## config.mk

```make
export PLATFORM = sky130hd
export DESIGN_NAME = itab_access_ctrl
export DESIGN_NICKNAME = d
export VERILOG_FILES = /design/src/rtl/itab_pkg.sv /design/src/rtl/itab_code_dec.sv /design/src/rtl/itab_fetch_seq.sv /design/src/rtl/itab_byte_bank.sv /design/src/rtl/itab_access_ctrl.sv
export SDC_FILE = /design/constraint.sdc
export NUM_CORES = 1
export LEC_CHECK = 0
export BUFFER_PORTS_ARGS = -buffer_cell sky130_fd_sc_hd__buf_2
export CAP_MARGIN = 20
export CORE_MARGIN = 4
export CORE_UTILIZATION = 55
export CTS_CLUSTER_SIZE = 14
export DETAILED_ROUTE_END_ITERATION = 10
export PLACE_DENSITY = 0.76
export SLEW_MARGIN = 20
export SYNTH_ARGS = -nofsm -noshare
export SYNTH_HDL_FRONTEND = slang
export SYNTH_HIERARCHICAL = 1
export SYNTH_SLANG_ARGS = --single-unit
```

## constraint.sdc

```tcl
create_clock -name clk -period 2.21 [get_ports clk]
set_input_delay 0.221 -clock clk [delete_from_list [all_inputs] [get_ports clk]]
set_output_delay 0.221 -clock clk [all_outputs]
set_load 0.005 [all_outputs]
```

## src/rtl/itab_pkg.sv

```systemverilog
package itab_pkg;
    localparam int NBYTES = 9;
    localparam int BYTE_W = $clog2(NBYTES);

    typedef enum logic [1:0] {
        TBL_STATIC = 2'd0,
        TBL_VLAN   = 2'd1,
        TBL_DYN    = 2'd2,
        TBL_MIB    = 2'd3
    } tbl_e;

    localparam logic [7:0] CODE_STATIC = 8'h10;
    localparam logic [7:0] CODE_VLAN   = 8'h14;
    localparam logic [7:0] CODE_DYN    = 8'h19;
    localparam logic [7:0] CODE_MIB    = 8'h1C;
endpackage

```

## src/rtl/itab_code_dec.sv

```systemverilog
module itab_code_dec
    import itab_pkg::*;
(
    input  logic [7:0]        code,
    output logic              hit,
    output tbl_e              tbl,
    output logic [BYTE_W-1:0] first
);
    always_comb begin
        hit   = 1'b1;
        tbl   = TBL_STATIC;
        first = '0;
        case (code)
            CODE_STATIC: begin tbl = TBL_STATIC; first = BYTE_W'(2); end
            CODE_VLAN:   begin tbl = TBL_VLAN;   first = BYTE_W'(1); end
            CODE_DYN:    begin tbl = TBL_DYN;    first = BYTE_W'(0); end
            CODE_MIB:    begin tbl = TBL_MIB;    first = BYTE_W'(5); end
            default:     hit = 1'b0;
        endcase
    end
endmodule

```

## src/rtl/itab_fetch_seq.sv

```systemverilog
module itab_fetch_seq
    import itab_pkg::*;
(
    input  logic              clk,
    input  logic              rst_n,
    input  logic              start,
    input  logic [BYTE_W-1:0] first,
    output logic              busy,
    output logic              rd_en,
    output logic [BYTE_W-1:0] rd_byte,
    output logic              cap_en,
    output logic [BYTE_W-1:0] cap_byte,
    output logic              done
);
    localparam logic [BYTE_W-1:0] LAST = BYTE_W'(NBYTES - 1);

    typedef struct packed {
        logic              busy;
        logic              req_on;
        logic [BYTE_W-1:0] req_idx;
        logic              cap_vld;
        logic [BYTE_W-1:0] cap_idx;
    } seq_t;

    seq_t seq_d, seq_q;

    always_comb begin
        seq_d = seq_q;
        done  = 1'b0;
        if (!seq_q.busy) begin
            if (start) begin
                seq_d.busy    = 1'b1;
                seq_d.req_on  = 1'b1;
                seq_d.req_idx = first;
                seq_d.cap_vld = 1'b0;
            end
        end else begin
            seq_d.cap_vld = seq_q.req_on;
            seq_d.cap_idx = seq_q.req_idx;
            if (seq_q.req_on) begin
                if (seq_q.req_idx == LAST) seq_d.req_on  = 1'b0;
                else                       seq_d.req_idx = seq_q.req_idx + 1'b1;
            end
            if (seq_q.cap_vld && seq_q.cap_idx == LAST) begin
                done          = 1'b1;
                seq_d.busy    = 1'b0;
                seq_d.cap_vld = 1'b0;
            end
        end
    end

    always_ff @(posedge clk or negedge rst_n) begin
        if (!rst_n) seq_q <= '0;
        else        seq_q <= seq_d;
    end

    assign busy     = seq_q.busy;
    assign rd_en    = seq_q.req_on;
    assign rd_byte  = seq_q.req_idx;
    assign cap_en   = seq_q.cap_vld;
    assign cap_byte = seq_q.cap_idx;
endmodule

```

## src/rtl/itab_byte_bank.sv

```systemverilog
module itab_byte_bank
    import itab_pkg::*;
(
    input  logic              clk,
    input  logic              rst_n,
    input  logic              clear,
    input  logic              cap_en,
    input  logic [BYTE_W-1:0] cap_byte,
    input  logic [7:0]        cap_data,
    input  logic              commit,
    input  logic [BYTE_W-1:0] rd_idx,
    output logic [7:0]        rd_data
);
    typedef struct packed {
        logic [NBYTES-1:0][7:0] stage;
        logic [NBYTES-1:0][7:0] vis;
    } bank_t;

    bank_t bank_d, bank_q;

    always_comb begin
        bank_d = bank_q;
        if (clear) bank_d.stage = '0;
        for (int k = 0; k < NBYTES; k++) begin
            if (cap_en && cap_byte == BYTE_W'(k)) bank_d.stage[k] = cap_data;
        end
        if (commit) bank_d.vis = bank_d.stage;
    end

    always_ff @(posedge clk or negedge rst_n) begin
        if (!rst_n) bank_q <= '0;
        else        bank_q <= bank_d;
    end

    always_comb begin
        rd_data = '0;
        for (int k = 0; k < NBYTES; k++) begin
            if (rd_idx == BYTE_W'(k)) rd_data = bank_q.vis[k];
        end
    end
endmodule

```

## src/rtl/itab_access_ctrl.sv

```systemverilog
module itab_access_ctrl
    import itab_pkg::*;
#(
    parameter int         IDX_W     = 10,
    parameter logic [7:0] REG_CTRL  = 8'h6C,
    parameter logic [7:0] REG_AHI   = 8'h6D,
    parameter logic [7:0] REG_ALO   = 8'h6E,
    parameter logic [7:0] DATA_BASE = 8'h70
) (
    input  logic              clk,
    input  logic              rst_n,
    input  logic              host_wr_en,
    input  logic [7:0]        host_wr_addr,
    input  logic [7:0]        host_wr_data,
    input  logic [7:0]        host_rd_addr,
    output logic [7:0]        host_rd_data,
    output logic              busy,
    output logic              tm_rd_en,
    output logic [1:0]        tm_tbl,
    output logic [IDX_W-1:0]  tm_index,
    output logic [BYTE_W-1:0] tm_byte,
    input  logic [7:0]        tm_rdata
);
    localparam int         HI_W      = IDX_W - 8;
    localparam logic [7:0] DATA_LAST = DATA_BASE + 8'(NBYTES - 1);

    typedef struct packed {
        logic [7:0]       ctrl;
        logic [7:0]       ahi;
        logic [7:0]       alo;
        tbl_e             tbl;
        logic [IDX_W-1:0] idx;
    } host_t;

    host_t ctrl_d, ctrl_q;

    logic              code_hit;
    tbl_e              code_tbl;
    logic [BYTE_W-1:0] code_first;
    logic              go;
    logic              cap_en, done;
    logic [BYTE_W-1:0] cap_byte;
    logic [7:0]        bank_rd;
    logic              rd_in_bank;
    logic [BYTE_W-1:0] bank_idx;

    itab_code_dec u_dec (
        .code  (ctrl_q.ctrl),
        .hit   (code_hit),
        .tbl   (code_tbl),
        .first (code_first)
    );

    always_comb begin
        ctrl_d = ctrl_q;
        go     = 1'b0;
        if (host_wr_en && !busy) begin
            if (host_wr_addr == REG_CTRL) ctrl_d.ctrl = host_wr_data;
            if (host_wr_addr == REG_AHI)  ctrl_d.ahi  = host_wr_data;
            if (host_wr_addr == REG_ALO) begin
                ctrl_d.alo = host_wr_data;
                if (code_hit) begin
                    go         = 1'b1;
                    ctrl_d.tbl = code_tbl;
                    ctrl_d.idx = {ctrl_q.ahi[HI_W-1:0], host_wr_data};
                end
            end
        end
    end

    always_ff @(posedge clk or negedge rst_n) begin
        if (!rst_n) ctrl_q <= '0;
        else        ctrl_q <= ctrl_d;
    end

    itab_fetch_seq u_seq (
        .clk      (clk),
        .rst_n    (rst_n),
        .start    (go),
        .first    (code_first),
        .busy     (busy),
        .rd_en    (tm_rd_en),
        .rd_byte  (tm_byte),
        .cap_en   (cap_en),
        .cap_byte (cap_byte),
        .done     (done)
    );

    assign rd_in_bank = (host_rd_addr >= DATA_BASE) && (host_rd_addr <= DATA_LAST);
    assign bank_idx   = BYTE_W'(host_rd_addr - DATA_BASE);

    itab_byte_bank u_bank (
        .clk      (clk),
        .rst_n    (rst_n),
        .clear    (go),
        .cap_en   (cap_en),
        .cap_byte (cap_byte),
        .cap_data (tm_rdata),
        .commit   (done),
        .rd_idx   (bank_idx),
        .rd_data  (bank_rd)
    );

    always_comb begin
        host_rd_data = '0;
        if (rd_in_bank)                    host_rd_data = bank_rd;
        else if (host_rd_addr == REG_CTRL) host_rd_data = ctrl_q.ctrl;
        else if (host_rd_addr == REG_AHI)  host_rd_data = ctrl_q.ahi;
        else if (host_rd_addr == REG_ALO)  host_rd_data = ctrl_q.alo;
    end

    assign tm_tbl   = ctrl_q.tbl;
    assign tm_index = ctrl_q.idx;
endmodule

```

==> insert_results.sql <==
INSERT INTO impl_metrics (metric_group, metric, value, unit) VALUES
('timing', 'setup-violations-final', '76', ''),
('power_and_ir_drop', 'p_clk_frac', '0.376', ''),
('floorplanning', 'core', '16100', 'µm²'),
('cts', 'htree_num_levels', '4', ''),
('critical_path', 'critical_path.reg2reg.endpoint', 'u_bank/bank_q[58]', ''),
('power_and_ir_drop', 'comb_pwr_share', '0.136', ''),
('power_and_ir_drop', 'p_leak', '5.77', 'nW'),
('timing', 'hold_viol', '0', ''),
('critical_path', 'peak_fanout_along_the_critical_path', '2', ''),
('global_route', 'largest_net_degree_at_the_start_of_global_routing', '73', ''),
('min_path', 'worst_min_delay_path_category', 'in -> reg', ''),
('finish', 'area_delta_synth_final', '32.2', '%'),
('global_route', 'grt_pass1_wl', '34900', 'µm'),
('routing', 'detail-route-antenna-nets', '0', ''),
('global_route', 'grtUsageMet2', '0.401', ''),
('floorplanning', 'num_rows', '46', ''),
('cts', 'cts_inserted_buffers', '17', ''),
('floorplanning', 'io_pins', '61', ''),
('run_status', 'status', 'complete, but fails checks', ''),
('power_and_ir_drop', 'seq_power_share', '0.488', ''),
('synth', 'synthFlopType', 'sky130_fd_sc_hd__dfrtp_1', ''),
('critical_path', 'worstSetupEndpointType', 'output pin', ''),
('synth', 'syn_inst', '708', ''),
('global_route', 'globalRouteMet3Util', '0.0456', ''),
('critical_path', 'worstSetupPathType', 'reg -> out', ''),
('synth', 'yosys_register_bits', '191', ''),
('synth', 'synth_seq_area_share', '0.523', ''),
('synth', 'synth_enable_flop_cells', '0', ''),
('routing', 'drt_first_iter_violations', '540', ''),
('critical_path', 'r2r_slack', '-0.09', 'ns'),
('synth', 'yosys_warnings', '6', ''),
('timing', 'timing.slew.headroom', '0.559', ''),
('timing', 'timing.clock.skew', '0.00766', 'ns'),
('finish', 'drive_gt1_frac', '0.562', ''),
('synth', 'synth_fp_nets', '745', ''),
('timing', 'achievable-frequency', '426', 'MHz'),
('cts', 'clkLatencyLatePin', '0.43', 'ns'),
('synth', 'netlist.area_leader.share', '0.523', ''),
('routing', 'firstDrtPassIters', '7', ''),
('power_and_ir_drop', 'ir_worst_vdd', '554', 'µV'),
('critical_path', 'worstPathCellList', 'nor2b_1, a211o_1, a311oi_4, o31ai_4, a22o_1, buf_2', ''),
('floorplanning', 'start_util', '0.569', ''),
('timing', 'unrepaired_setup_endpoints_after_global_routing', 'yes', ''),
('critical_path', 'cpPeakStageDelay', '0.41', 'ns'),
('finish', 'final_net_count', '864', ''),
('critical_path', 'worst_reg2reg_path_depth', '10', ''),
('critical_path', 'critPathRequiredTime', '1.99', 'ns'),
('finish', 'n_antenna_cell', '0', ''),
('timing', 'finalCriticalPeriod', '2.34', 'ns'),
('placement', 'final_gp_congestion', '0.871', ''),
('job', 'cap_violations', '0', ''),
('power_and_ir_drop', 'p_per_area', '633', 'nW/µm²'),
('critical_path', 'critical_path_depth', '6', ''),
('critical_path', 'critical-path-slowest-cell', 'sky130_fd_sc_hd__a311oi_4', ''),
('synth', 'synth_area', '9140', 'µm²'),
('run_status', 'violations_in_the_final_reports', 'negative setup slack', ''),
('global_route', 'track_usage', '0.243', ''),
('global_route', 'grt_antenna_before_repair', '0', ''),
('critical_path', 'crit_path_end', 'host_rd_data[3]', ''),
('cts', 'numClockSinks', '191', ''),
('timing', 'timing.setup.tns', '-3.59', 'ns'),
('floorplanning', 'die_height', '137', 'µm'),
('synth', 'netlist.top_cell.by_area', 'sky130_fd_sc_hd__dfrtp_1', ''),
('cts', 'path_clk_slew', '0.07', 'ns'),
('timing', 'slew_at_the_pin_with_the_worst_max_slew_slack', '0.656', 'ns'),
('timing', 'worst_slack', '-0.135', 'ns'),
('finish', 'fill_cells', '944', ''),
('placement', 'dp_hpwl', '14300', 'µm'),
('routing', 'avgViaCountPerCell', '6.03', ''),
('timing', 'maxSlewViolCount', '0', ''),
('power_and_ir_drop', 'post-layout-total-power', '0.00764', 'W');
layout make-up:
class	count	area, µm²	share of cell area
Multi-Input combinational cell	460	5200	0.431
Sequential cell	191	4780	0.396
Timing Repair Buffer	150	1260	0.104
Clock buffer	19	453	0.0375
Tap cell	216	270	0.0224
Clock inverter	13	90.1	0.00746
Inverter	7	26.3	0.00218
cell usage in the layout (no fill, tap or decap), types with 5 or more instances in the layout:
cell and count:
sky130_fd_sc_hd__nor2b_4 55, sky130_fd_sc_hd__nor2b_1 22, sky130_fd_sc_hd__inv_1 6, sky130_fd_sc_hd__nand3b_1 10, sky130_fd_sc_hd__clkinv_2 6, sky130_fd_sc_hd__buf_4 68, sky130_fd_sc_hd__o22ai_2 5, sky130_fd_sc_hd__o21ai_0 11
sky130_fd_sc_hd__dfrtp_1 191, sky130_fd_sc_hd__nor2_1 15, sky130_fd_sc_hd__buf_2 58, sky130_fd_sc_hd__clkbuf_16 23, sky130_fd_sc_hd__nand2b_1 6, sky130_fd_sc_hd__a22o_1 8, sky130_fd_sc_hd__o2bb2ai_1 9, sky130_fd_sc_hd__a21oi_1 17
sky130_fd_sc_hd__buf_12 7, sky130_fd_sc_hd__o21a_1 5, sky130_fd_sc_hd__mux2_2 45, sky130_fd_sc_hd__nor3b_2 5, sky130_fd_sc_hd__mux2_4 140, sky130_fd_sc_hd__nand2_1 19, sky130_fd_sc_hd__mux2i_1 9
worst register-to-register path: stages, from the launching register on:
cell                        delay [ns]
sky130_fd_sc_hd__dfrtp_1          0.40
sky130_fd_sc_hd__nor2_1           0.14
sky130_fd_sc_hd__nand3_2          0.14
sky130_fd_sc_hd__nor2_4           0.15
sky130_fd_sc_hd__nand3_2          0.10
sky130_fd_sc_hd__nor3_4           0.24
sky130_fd_sc_hd__buf_6            0.20
sky130_fd_sc_hd__clkbuf_16        0.21
sky130_fd_sc_hd__nor2b_1          0.07
sky130_fd_sc_hd__mux2_4           0.28
sky130_fd_sc_hd__mux2_4           0.26
logic make-up after synthesis:
| family | count (synthesis) | share of synthesized area |
|---|---|---|
| multiplexers | 194 | 0.238 |
| other | 1 | 0.000410 |
| flip-flops | 191 | 0.523 |
| buffers and inverters | 57 | 0.0315 |
| AND/OR/NAND/NOR | 173 | 0.134 |
| AO/OA/AOI/OAI | 88 | 0.0683 |
| XOR/XNOR | 2 | 0.00192 |
| adder cells (fa/ha/maj) | 2 | 0.00274 |
worst min-delay path by stage:
stage,slack (ns),start,endpoint,cells past startpoint
6_report,0.07,host_wr_data[4],tm_index[4],2
5_1_grt,0.07,host_wr_data[7],ctrl_q[27],2
4_1_cts,0.06,host_wr_data[4],tm_index[4],2
3_5_place_dp,0.28,rst_n,u_bank/bank_q[100],1
3_3_place_gp,0.27,rst_n,u_bank/bank_q[92],1
2_1_floorplan,-0.07,rst_n,ctrl_q[12],0
per-stage QoR:
stage	cell area, µm²	hold slack (ns)	utilization	std cells
global placement	9980	0.271	0.621	994
floorplan	9150	-0.0746	-	708
CTS	10700	0.0567	0.664	1029
finish	12100	0.0721	0.752	1056
global route	12100	0.0712	0.752	1056
detailed placement	9980	0.282	0.621	994
synthesized netlist by cell type (all sizes together), types with 5 or more instances:
cell type / count
o22ai: 10
mux2i: 9
mux2: 185
nor2: 18
nand3b: 14
a211oi: 5
nor3b: 11
buf: 22
nand2: 20
clkbuf: 28
dfrtp: 191
nand2b: 6
a22o: 8
o21ai: 14
nor4: 5
nand3: 6
o2bb2ai: 9
nor2b: 79
o21a: 5
inv: 7
a21oi: 17
timing repair:
item | in CTS | in global routing
pin swaps | 9 | 20
cloned | 2 | 9
hold buffers | 1 | 0
setup endpoints to repair | 17 | 83
endpoints found under the hold margin | 68 | 0
gates resized for setup | 18 | 264
buffers inserted | 4 | 18
layer usage:
metal	up-vias	part of all wire
li1	2751	-
met1	3307	0.42
met2	262	0.50
met3	47	0.057
met4	0	0.020
met5	-	0
flip-flops by register name (all words and copies together), names as in the netlist:
register / flops
tm_tbl: 2
u_seq/rd_en: 1
u_seq/rd_byte: 4
tm_index: 10
ctrl_q: 24
u_seq/cap_byte: 4
u_bank/bank_q: 144
u_seq/cap_en: 1
u_seq/busy: 1
power by group through the flow:
stage               Combinational (W)  Sequential, W  Clock (W)
floorplan                    0.000420        0.00376          0
global placement             0.000685        0.00377          0
CTS                          0.000734        0.00371    0.00288
global route                  0.00110        0.00374    0.00306
finish                        0.00104        0.00373    0.00287
detailed placement           0.000722        0.00377          0
(Power assumes the default switching activity.)
